===== src/rtl/ift_pkg.sv =====
// Package: shared types for the instruction fetch address translator.
// Assumes: one fault bit per cause, at most one set per response.
package ift_pkg;

    // Which translation rule applies to a request
    typedef enum logic [2:0] {
        PATH_PAL   = 3'd0,
        PATH_PHYS  = 3'd1,
        PATH_BADVA = 3'd2,
        PATH_SUPER = 3'd3,
        PATH_XLATE = 3'd4
    } ift_path_e;

    localparam int FAULT_W   = 4;
    localparam int FLT_ACV   = 0;
    localparam int FLT_MISS  = 1;
    localparam int FLT_MCHK  = 2;
    localparam int FLT_UNIMP = 3;

endpackage


===== src/rtl/ift_path_decode.sv =====
// Module: ift_path_decode
// Classifies a fetch address into one translation path.
// Assumes: the privileged-code marker (bit 0) outranks the physical flag,
// which outranks virtual address checks.
module ift_path_decode
    import ift_pkg::*;
#(
    parameter int VA_W    = 64,
    parameter int VA_IMPL = 48,
    parameter int SP_LO   = 41,
    parameter int SP_TAG  = 'h7E
) (
    input  logic [VA_W-1:0] pc,
    input  logic            phys,
    output ift_path_e       path
);
    localparam int SIGN_W   = VA_W - VA_IMPL + 1;
    localparam int SP_TAG_W = VA_IMPL - SP_LO;

    logic [SIGN_W-1:0]   sign_bits;
    logic [SP_TAG_W-1:0] sp_field;
    logic                va_ok;
    logic                is_super;

    assign sign_bits = pc[VA_W-1:VA_IMPL-1];
    assign sp_field  = pc[VA_IMPL-1:SP_LO];

    // Virtual address is well formed when its upper bits are a sign extension
    always_comb begin
        va_ok    = (&sign_bits) || !(|sign_bits);
        is_super = (sp_field == SP_TAG_W'(SP_TAG));
    end

    // Pick the path in priority order
    always_comb begin
        if (pc[0])
            path = PATH_PAL;
        else if (phys)
            path = PATH_PHYS;
        else if (!va_ok)
            path = PATH_BADVA;
        else if (is_super)
            path = PATH_SUPER;
        else
            path = PATH_XLATE;
    end

endmodule


===== src/rtl/ift_addr_form.sv =====
// Module: ift_addr_form
// Forms the raw (full-width) physical address for the chosen path and
// flags the access-violation and miss faults that precede address checks.
// Assumes: lookup response is valid in the same cycle as the request.
module ift_addr_form
    import ift_pkg::*;
#(
    parameter int VA_W      = 64,
    parameter int PA_W      = 44,
    parameter int PAGE_BITS = 13,
    parameter int SP_LO     = 41,
    parameter int MODE_W    = 2
) (
    input  ift_path_e               path,
    input  logic [VA_W-1:0]         pc,
    input  logic [MODE_W-1:0]       mode,
    input  logic                    lk_hit,
    input  logic [PA_W-PAGE_BITS-1:0] lk_ppn,
    input  logic [(1<<MODE_W)-1:0]  lk_rd_en,
    output logic [VA_W-1:0]         pa_raw,
    output logic                    pre_acv,
    output logic                    pre_miss
);
    localparam int HI_ZERO = VA_W - PA_W;
    localparam int SP_SIGN = SP_LO - 1;
    localparam int SP_EXT  = PA_W - SP_SIGN;

    logic [VA_W-1:0] pal_pa;
    logic [VA_W-1:0] sup_pa;
    logic [VA_W-1:0] xl_pa;
    logic            mode_kernel;
    logic            perm_ok;

    // Address candidates for each path
    always_comb begin
        pal_pa = {{HI_ZERO{1'b0}}, pc[PA_W-1:2], 2'b00};
        if (pc[SP_SIGN])
            sup_pa = {{HI_ZERO{1'b0}}, {SP_EXT{1'b1}}, pc[SP_SIGN-1:0]};
        else
            sup_pa = {{HI_ZERO{1'b0}}, {SP_EXT{1'b0}}, pc[SP_SIGN-1:0]};
        xl_pa = {{HI_ZERO{1'b0}}, lk_ppn, pc[PAGE_BITS-1:2], 2'b00};
    end

    // Mode qualifiers
    always_comb begin
        mode_kernel = (mode == '0);
        perm_ok     = lk_rd_en[mode];
    end

    // Select address and early faults
    always_comb begin
        pa_raw   = '0;
        pre_acv  = 1'b0;
        pre_miss = 1'b0;
        unique case (path)
            PATH_PAL:   pa_raw = pal_pa;
            PATH_PHYS:  pa_raw = pc;
            PATH_BADVA: pre_acv = 1'b1;
            PATH_SUPER: begin
                if (mode_kernel) pa_raw  = sup_pa;
                else             pre_acv = 1'b1;
            end
            PATH_XLATE: begin
                if (!lk_hit)       pre_miss = 1'b1;
                else if (!perm_ok) pre_acv  = 1'b1;
                else               pa_raw   = xl_pa;
            end
            default: pre_acv = 1'b1;
        endcase
    end

endmodule


===== src/rtl/ift_fault_resolve.sv =====
// Module: ift_fault_resolve
// Applies the physical range and cacheability checks and produces the
// one-hot fault vector and final address.
// Assumes: pre_acv/pre_miss are mutually exclusive; privileged-code
// fetches skip all checks.
module ift_fault_resolve
    import ift_pkg::*;
#(
    parameter int VA_W = 64,
    parameter int PA_W = 44
) (
    input  ift_path_e           path,
    input  logic [VA_W-1:0]     pa_raw,
    input  logic                pre_acv,
    input  logic                pre_miss,
    output logic [PA_W-1:0]     pa,
    output logic                uncached,
    output logic [FAULT_W-1:0]  fault
);
    logic checked;
    logic out_of_range;
    logic unc_bit;

    // Checks apply to every path except privileged code
    always_comb begin
        checked      = (path != PATH_PAL) && !pre_acv && !pre_miss;
        out_of_range = checked && (|pa_raw[VA_W-1:PA_W]);
        unc_bit      = checked && !out_of_range && pa_raw[PA_W-1];
    end

    // Build the fault vector, one cause at most
    always_comb begin
        fault            = '0;
        fault[FLT_ACV]   = pre_acv;
        fault[FLT_MISS]  = pre_miss;
        fault[FLT_MCHK]  = out_of_range;
        fault[FLT_UNIMP] = unc_bit;
        uncached         = unc_bit;
        pa               = pa_raw[PA_W-1:0];
    end

endmodule


===== src/rtl/ift_fetch_xlate.sv =====
// Module: ift_fetch_xlate (top)
// Translates an instruction fetch address into a physical address or a
// fault, registering the result one cycle after the request.
// Assumes: the external translation buffer answers lk_* combinationally.
module ift_fetch_xlate
    import ift_pkg::*;
#(
    parameter int VA_W      = 64,
    parameter int VA_IMPL   = 48,
    parameter int PA_W      = 44,
    parameter int PAGE_BITS = 13,
    parameter int SP_LO     = 41,
    parameter int SP_TAG    = 'h7E,
    parameter int MODE_W    = 2,
    parameter int ASN_W     = 8
) (
    input  logic                       clk,
    input  logic                       rst_n,
    input  logic                       req_valid,
    input  logic [VA_W-1:0]            req_pc,
    input  logic                       req_phys,
    input  logic [MODE_W-1:0]          cur_mode,
    input  logic [ASN_W-1:0]           cur_asn,
    output logic                       lk_valid,
    output logic [VA_IMPL-PAGE_BITS-1:0] lk_vpn,
    output logic [ASN_W-1:0]           lk_asn,
    input  logic                       lk_hit,
    input  logic [PA_W-PAGE_BITS-1:0]  lk_ppn,
    input  logic [(1<<MODE_W)-1:0]     lk_rd_en,
    output logic                       rsp_valid,
    output logic [PA_W-1:0]            rsp_pa,
    output logic                       rsp_uncached,
    output logic [FAULT_W-1:0]         rsp_fault
);
    ift_path_e          path;
    logic [VA_W-1:0]    pa_raw;
    logic               pre_acv;
    logic               pre_miss;
    logic [PA_W-1:0]    pa_nxt;
    logic               unc_nxt;
    logic [FAULT_W-1:0] fault_nxt;

    ift_path_decode #(
        .VA_W(VA_W), .VA_IMPL(VA_IMPL), .SP_LO(SP_LO), .SP_TAG(SP_TAG)
    ) decode_i (
        .pc(req_pc), .phys(req_phys), .path(path)
    );

    ift_addr_form #(
        .VA_W(VA_W), .PA_W(PA_W), .PAGE_BITS(PAGE_BITS),
        .SP_LO(SP_LO), .MODE_W(MODE_W)
    ) form_i (
        .path(path), .pc(req_pc), .mode(cur_mode),
        .lk_hit(lk_hit), .lk_ppn(lk_ppn), .lk_rd_en(lk_rd_en),
        .pa_raw(pa_raw), .pre_acv(pre_acv), .pre_miss(pre_miss)
    );

    ift_fault_resolve #(
        .VA_W(VA_W), .PA_W(PA_W)
    ) resolve_i (
        .path(path), .pa_raw(pa_raw), .pre_acv(pre_acv), .pre_miss(pre_miss),
        .pa(pa_nxt), .uncached(unc_nxt), .fault(fault_nxt)
    );

    // Drive the lookup port only for translated fetches
    always_comb begin
        lk_valid = req_valid && (path == PATH_XLATE);
        lk_vpn   = req_pc[VA_IMPL-1:PAGE_BITS];
        lk_asn   = cur_asn;
    end

    // Register the response; hold it while no request is present
    always_ff @(posedge clk) begin
        if (!rst_n) begin
            rsp_valid    <= 1'b0;
            rsp_pa       <= '0;
            rsp_uncached <= 1'b0;
            rsp_fault    <= '0;
        end else begin
            rsp_valid <= req_valid;
            if (req_valid) begin
                rsp_pa       <= pa_nxt;
                rsp_uncached <= unc_nxt;
                rsp_fault    <= fault_nxt;
            end
        end
    end

endmodule


===== config.mk =====
export PLATFORM = sky130hd
export DESIGN_NAME = ift_fetch_xlate
export DESIGN_NICKNAME = d
export VERILOG_FILES = /design/src/rtl/ift_pkg.sv /design/src/rtl/ift_path_decode.sv /design/src/rtl/ift_addr_form.sv /design/src/rtl/ift_fault_resolve.sv /design/src/rtl/ift_fetch_xlate.sv
export SDC_FILE = /design/constraint.sdc
export NUM_CORES = 1
export LEC_CHECK = 0
export CAP_MARGIN = 25
export CORE_MARGIN = 2
export CORE_UTILIZATION = 32
export CTS_CLUSTER_DIAMETER = 150
export DETAILED_ROUTE_END_ITERATION = 10
export PLACE_DENSITY = 0.81
export SLEW_MARGIN = 5
export SYNTH_ARGS = -nofsm -noshare
export SYNTH_HDL_FRONTEND = slang
export SYNTH_SLANG_ARGS = --single-unit

===== constraint.sdc =====
create_clock -name clk -period 3.65 [get_ports clk]
set_input_delay 0.9125 -clock clk [delete_from_list [all_inputs] [get_ports clk]]
set_output_delay 0.9125 -clock clk [all_outputs]
set_load 0.01 [all_outputs]

==> out/results.md <==
| Step | Quantity | Value |
|:---|:---|:---|
| cells and area | Layout cells sized above 1 | 7.63% |
| detailed routing | DRC marker count from the first detailed-route iteration | 45 |
| detailed routing | DRT Pass-1 Iters | 4 |
| setup path | WP data arrival | 2720 ps |
| detailed routing | Remaining DRCs | 0 |
| power | Net switching component of the power | 0.309 mW |
| clock tree | Clock tree from TritonCTS | built |
| global routing | Vias in the first global route | 2550 |
| floorplan | Starting density of the core | 33.3% |
| power | Fraction of power spent switching nets | 25.4% |
| sta | Final hold violation count | 0 |
| logic synthesis | Post-synthesis register bit count | 49 |
| setup path | Cell with the largest stage delay on the worst path | sky130_fd_sc_hd__or4_4 |
| cells and area | Most common cell after layout, fill and taps aside | sky130_fd_sc_hd__clkdlybuf4s50_1 |
| setup path | Crit path largest cell delay | 460 ps |
| sta | Period Utilization, post-route | 99.6% |
| logic synthesis | Mapped cell area | 2430 µm² |
| cells and area | Total Nets Final | 506 |
| sta | FMAX | 275 MHz |
| placed design | Placed wire-length estimate | 6170 µm |
| sta | Clock period minus worst slack | 3640 ps |
| sta | Transition at the pin with the smallest max-transition slack | 661 ps |
| sta | Final setup violating endpoints | 0 |
| cells and area | Filler cells | 655 |
| cells and area | Number of non-filler instances in the completed layout | 492 |
| power | Clock power frac | 27.0% |
| hold path | Class of the tightest hold or removal check | reg2reg |
| detailed routing | Routed len/inst | 15.9 µm |
| logic synthesis | Most instantiated flip-flop cell in the synthesis netlist | sky130_fd_sc_hd__dfxtp_1 |
| sta | Final number of max-transition violations | 0 |
| clock tree | Total number of clock tree sinks | 49 |
| detailed routing | Vias | 2454 |
| clock tree | Clock latency on the worst-skew pair | 290 ps |
| clock tree | H-tree levels | 2 |
| power | Sequential fraction of design power | 47.0% |
| setup path | Startpoint kind of the worst setup timing path | primary input |
| job | Number of maximum-capacitance violations | 0 |
| floorplan | Vertical die dimension | 91.1 µm |
| sta | Worst rel slew slack | 55.8% |
| floorplan | Die W | 91.1 µm |
| clock tree | Count of buffers added by post-CTS timing repair for setup | 0 |
| logic synthesis | Number of enable-type register cells in the synthesized netlist | 0 |
| logic synthesis | Post-synthesis net count | 357 |
| global routing | Total routing resource utilization after global routing | 18.4% |
| logic synthesis | Share of synthesized registers carrying an async set or reset | 0% |
| power | Ratio of total power to cell area | 286 nW/µm² |
| clock tree | Maximum clock insertion buffer count | 2 |
| cells and area | Core Util, Final | 58.4% |
| placed design | Count of input and output buffers | 191 |
| floorplan | Number of core rows | 31 |
| setup path | Critical path type | in2out |
| floorplan | Total Die Area | 8300 µm² |
| logic synthesis | Yosys cell types | 41 |
| placed design | Routability congestion estimate from global placement | 0.747 |
| setup path | Endpoint class of the critical path | output port |
| power | Leak Pwr | 1.58 nW |
| clock tree | # hold bufs at CTS | 0 |
| floorplan | Core area | 7290 µm² |
| global routing | First-pass GRT wire length | 12500 µm |
| global routing | GRT overflow | 0 |
| floorplan | Count of pins on the block boundary | 208 |
| run status | Result of the run | completed |
| sta | Setup TNS after final layout | 0 ps |
| global routing | Number of antenna violations at the first check in global routing | 0 |
| detailed routing | ANT nets after route | 0 |
| setup path | Cell-by-cell trace of the critical path | clkdlybuf4s50_1 -> nor4_2 -> nand4_1 -> or4_4 -> a211oi_4 -> and2_4 -> buf_6 |
| logic synthesis | Total of warnings raised by yosys | 0 |
| detailed routing | Routed wire length | 7810 µm |
| placed design | Post-Place Cells | 484 |
| cells and area | Final antenna diode count | 0 |
| clock tree | Register clock-pin slew on the reported worst setup and hold paths | 100 ps |
| power | Maximum vdd ir drop | 0.163 mV |
| power | Combinational Power Share | 26.0% |
| power | Internal power consumption | 0.909 mW |
| setup path | Worst path required time | 2740 ps |
| clock tree | Number of buffers inserted during clock tree synthesis | 5 |
| global routing | Largest net degree at the start of global routing | 31 |
| cells and area | Layout overhead on the synthesized area | 75.2% |
| sta | Clock Skews | 0 ps |
| cells and area | Commonest cells after routing, fill and taps aside | sky130_fd_sc_hd__clkdlybuf4s50_1, sky130_fd_sc_hd__dfxtp_1, sky130_fd_sc_hd__and2_1, sky130_fd_sc_hd__a221o_1, sky130_fd_sc_hd__a32o_1 |
| setup path | Largest fanout on the critical path | 2 |
| detailed routing | Via density per instance | 4.99 |
| logic synthesis | Count of mapped cells out of synthesis | 243 |
| cells and area | Seq. cell area | 981 µm² |
| clock tree | Root Buffer | sky130_fd_sc_hd__clkbuf_8 |
| logic synthesis | Sequential-to-total area share from yosys stat | 40.4% |
| cells and area | Multi-input combinational cell area | 1030 µm² |
| logic synthesis | Syn avg cell area | 9.99 µm² |
[final cells by class]
class                   instances  area share (%)
repair buffers                201            47.4
flip-flops and latches         49            23.1
multi-input cells             133            24.3
well taps                      99            2.91
clock inverters                 3           0.617
inverters                       2           0.176
clock buffers                   5            1.62
[final timing paths]
path	start	end	slack [ps]	cells past startpoint
max	req_pc[56]	lk_valid	10	7
min	rsp_pa[0]	rsp_pa[0]	480	1
max reg2reg	rsp_pa[33]	rsp_pa[33]	2820	2
min reg2reg	rsp_pa[0]	rsp_pa[0]	480	1
[critical path: cells and delay by family]
| kind | cells | cell delay, ps |
|---|---|---|
| AOI/OAI and AO/OA | 1 | 260 |
| buffers and inverters | 2 | 540 |
| and+or+nand+nor | 4 | 1020 |
[metal layers]
layer | vias up | part of all wire (%) | GRT usage (%)
li1 | 1175 | - | -
met1 | 1155 | 39 | 20.9
met2 | 115 | 53 | 34.4
met5 | - | 0 | 0
met3 | 9 | 7.8 | 5.64
met4 | 0 | 0.61 | 2.53
[power groups by stage]
| stage | sequential (mW) | clock, mW | combinational [mW] |
|---|---|---|---|
| after floorplan | 0.597 | 0 | 0.106 |
| after global placement | 0.584 | 0 | 0.315 |
| after detailed placement | 0.585 | 0 | 0.319 |
| after CTS | 0.573 | 0.349 | 0.318 |
| after global routing | 0.577 | 0.370 | 0.337 |
| final | 0.573 | 0.329 | 0.316 |
[state kept, by name (all words and copies together), names as in the netlist]
register	cells
rsp_fault	3
rsp_valid	1
rsp_pa	44
rsp_uncached	1
[synthesized netlist by cell type, types with 2 or more instances]
library cell,count,share of area [%]
sky130_fd_sc_hd__a21oi_1,6,1.2
sky130_fd_sc_hd__a221o_1,28,12
sky130_fd_sc_hd__a221oi_1,2,0.72
sky130_fd_sc_hd__a32o_1,13,5.4
sky130_fd_sc_hd__and2_1,31,8.0
sky130_fd_sc_hd__and2_2,2,0.62
sky130_fd_sc_hd__buf_2,2,0.41
sky130_fd_sc_hd__buf_4,44,14
sky130_fd_sc_hd__buf_6,2,0.93
sky130_fd_sc_hd__buf_8,2,1.2
sky130_fd_sc_hd__clkbuf_1,8,1.2
sky130_fd_sc_hd__dfxtp_1,49,40
sky130_fd_sc_hd__inv_1,2,0.31
sky130_fd_sc_hd__nand2_1,7,1.1
sky130_fd_sc_hd__nand2b_1,2,0.52
sky130_fd_sc_hd__nand3_1,2,0.41
sky130_fd_sc_hd__nand3b_1,2,0.62
sky130_fd_sc_hd__nand4_1,6,1.5
sky130_fd_sc_hd__nor2_1,5,0.77
sky130_fd_sc_hd__nor4_1,5,1.3
sky130_fd_sc_hd__o21ai_0,2,0.41
sky130_fd_sc_hd__or2_2,2,0.52
[per-stage QoR]
step | instance area (µm²) | setup WS, ps | power, mW | hold slack, ps
after floorplan | 2430 | 459 | 0.703 | 488
after CTS | 4240 | 1.83 | 1.24 | 480
after global placement | 4150 | -402 | 0.898 | 443
after detailed placement | 4150 | -437 | 0.904 | 449
final | 4260 | 13.1 | 1.22 | 476
after global routing | 4260 | -4.25 | 1.28 | 505
[what timing repair did]
item	CTS	global route
gates resized for setup	15	2
endpoints found under the setup margin	1	1
pin swaps	6	3
[cells by family (layout without fill, tap and decap cells)]
| family | after synthesis | in the layout | synth area share, % |
|---|---|---|---|
| AOI/OAI and AO/OA | 63 | 63 | 23.6 |
| DFF | 49 | 49 | 40.4 |
| muxes | 2 | 2 | 1.39 |
| buffers and inverters | 61 | 211 | 17.9 |
| and+or+nand+nor | 68 | 68 | 16.6 |
Power figures use the tool's default switching activity.
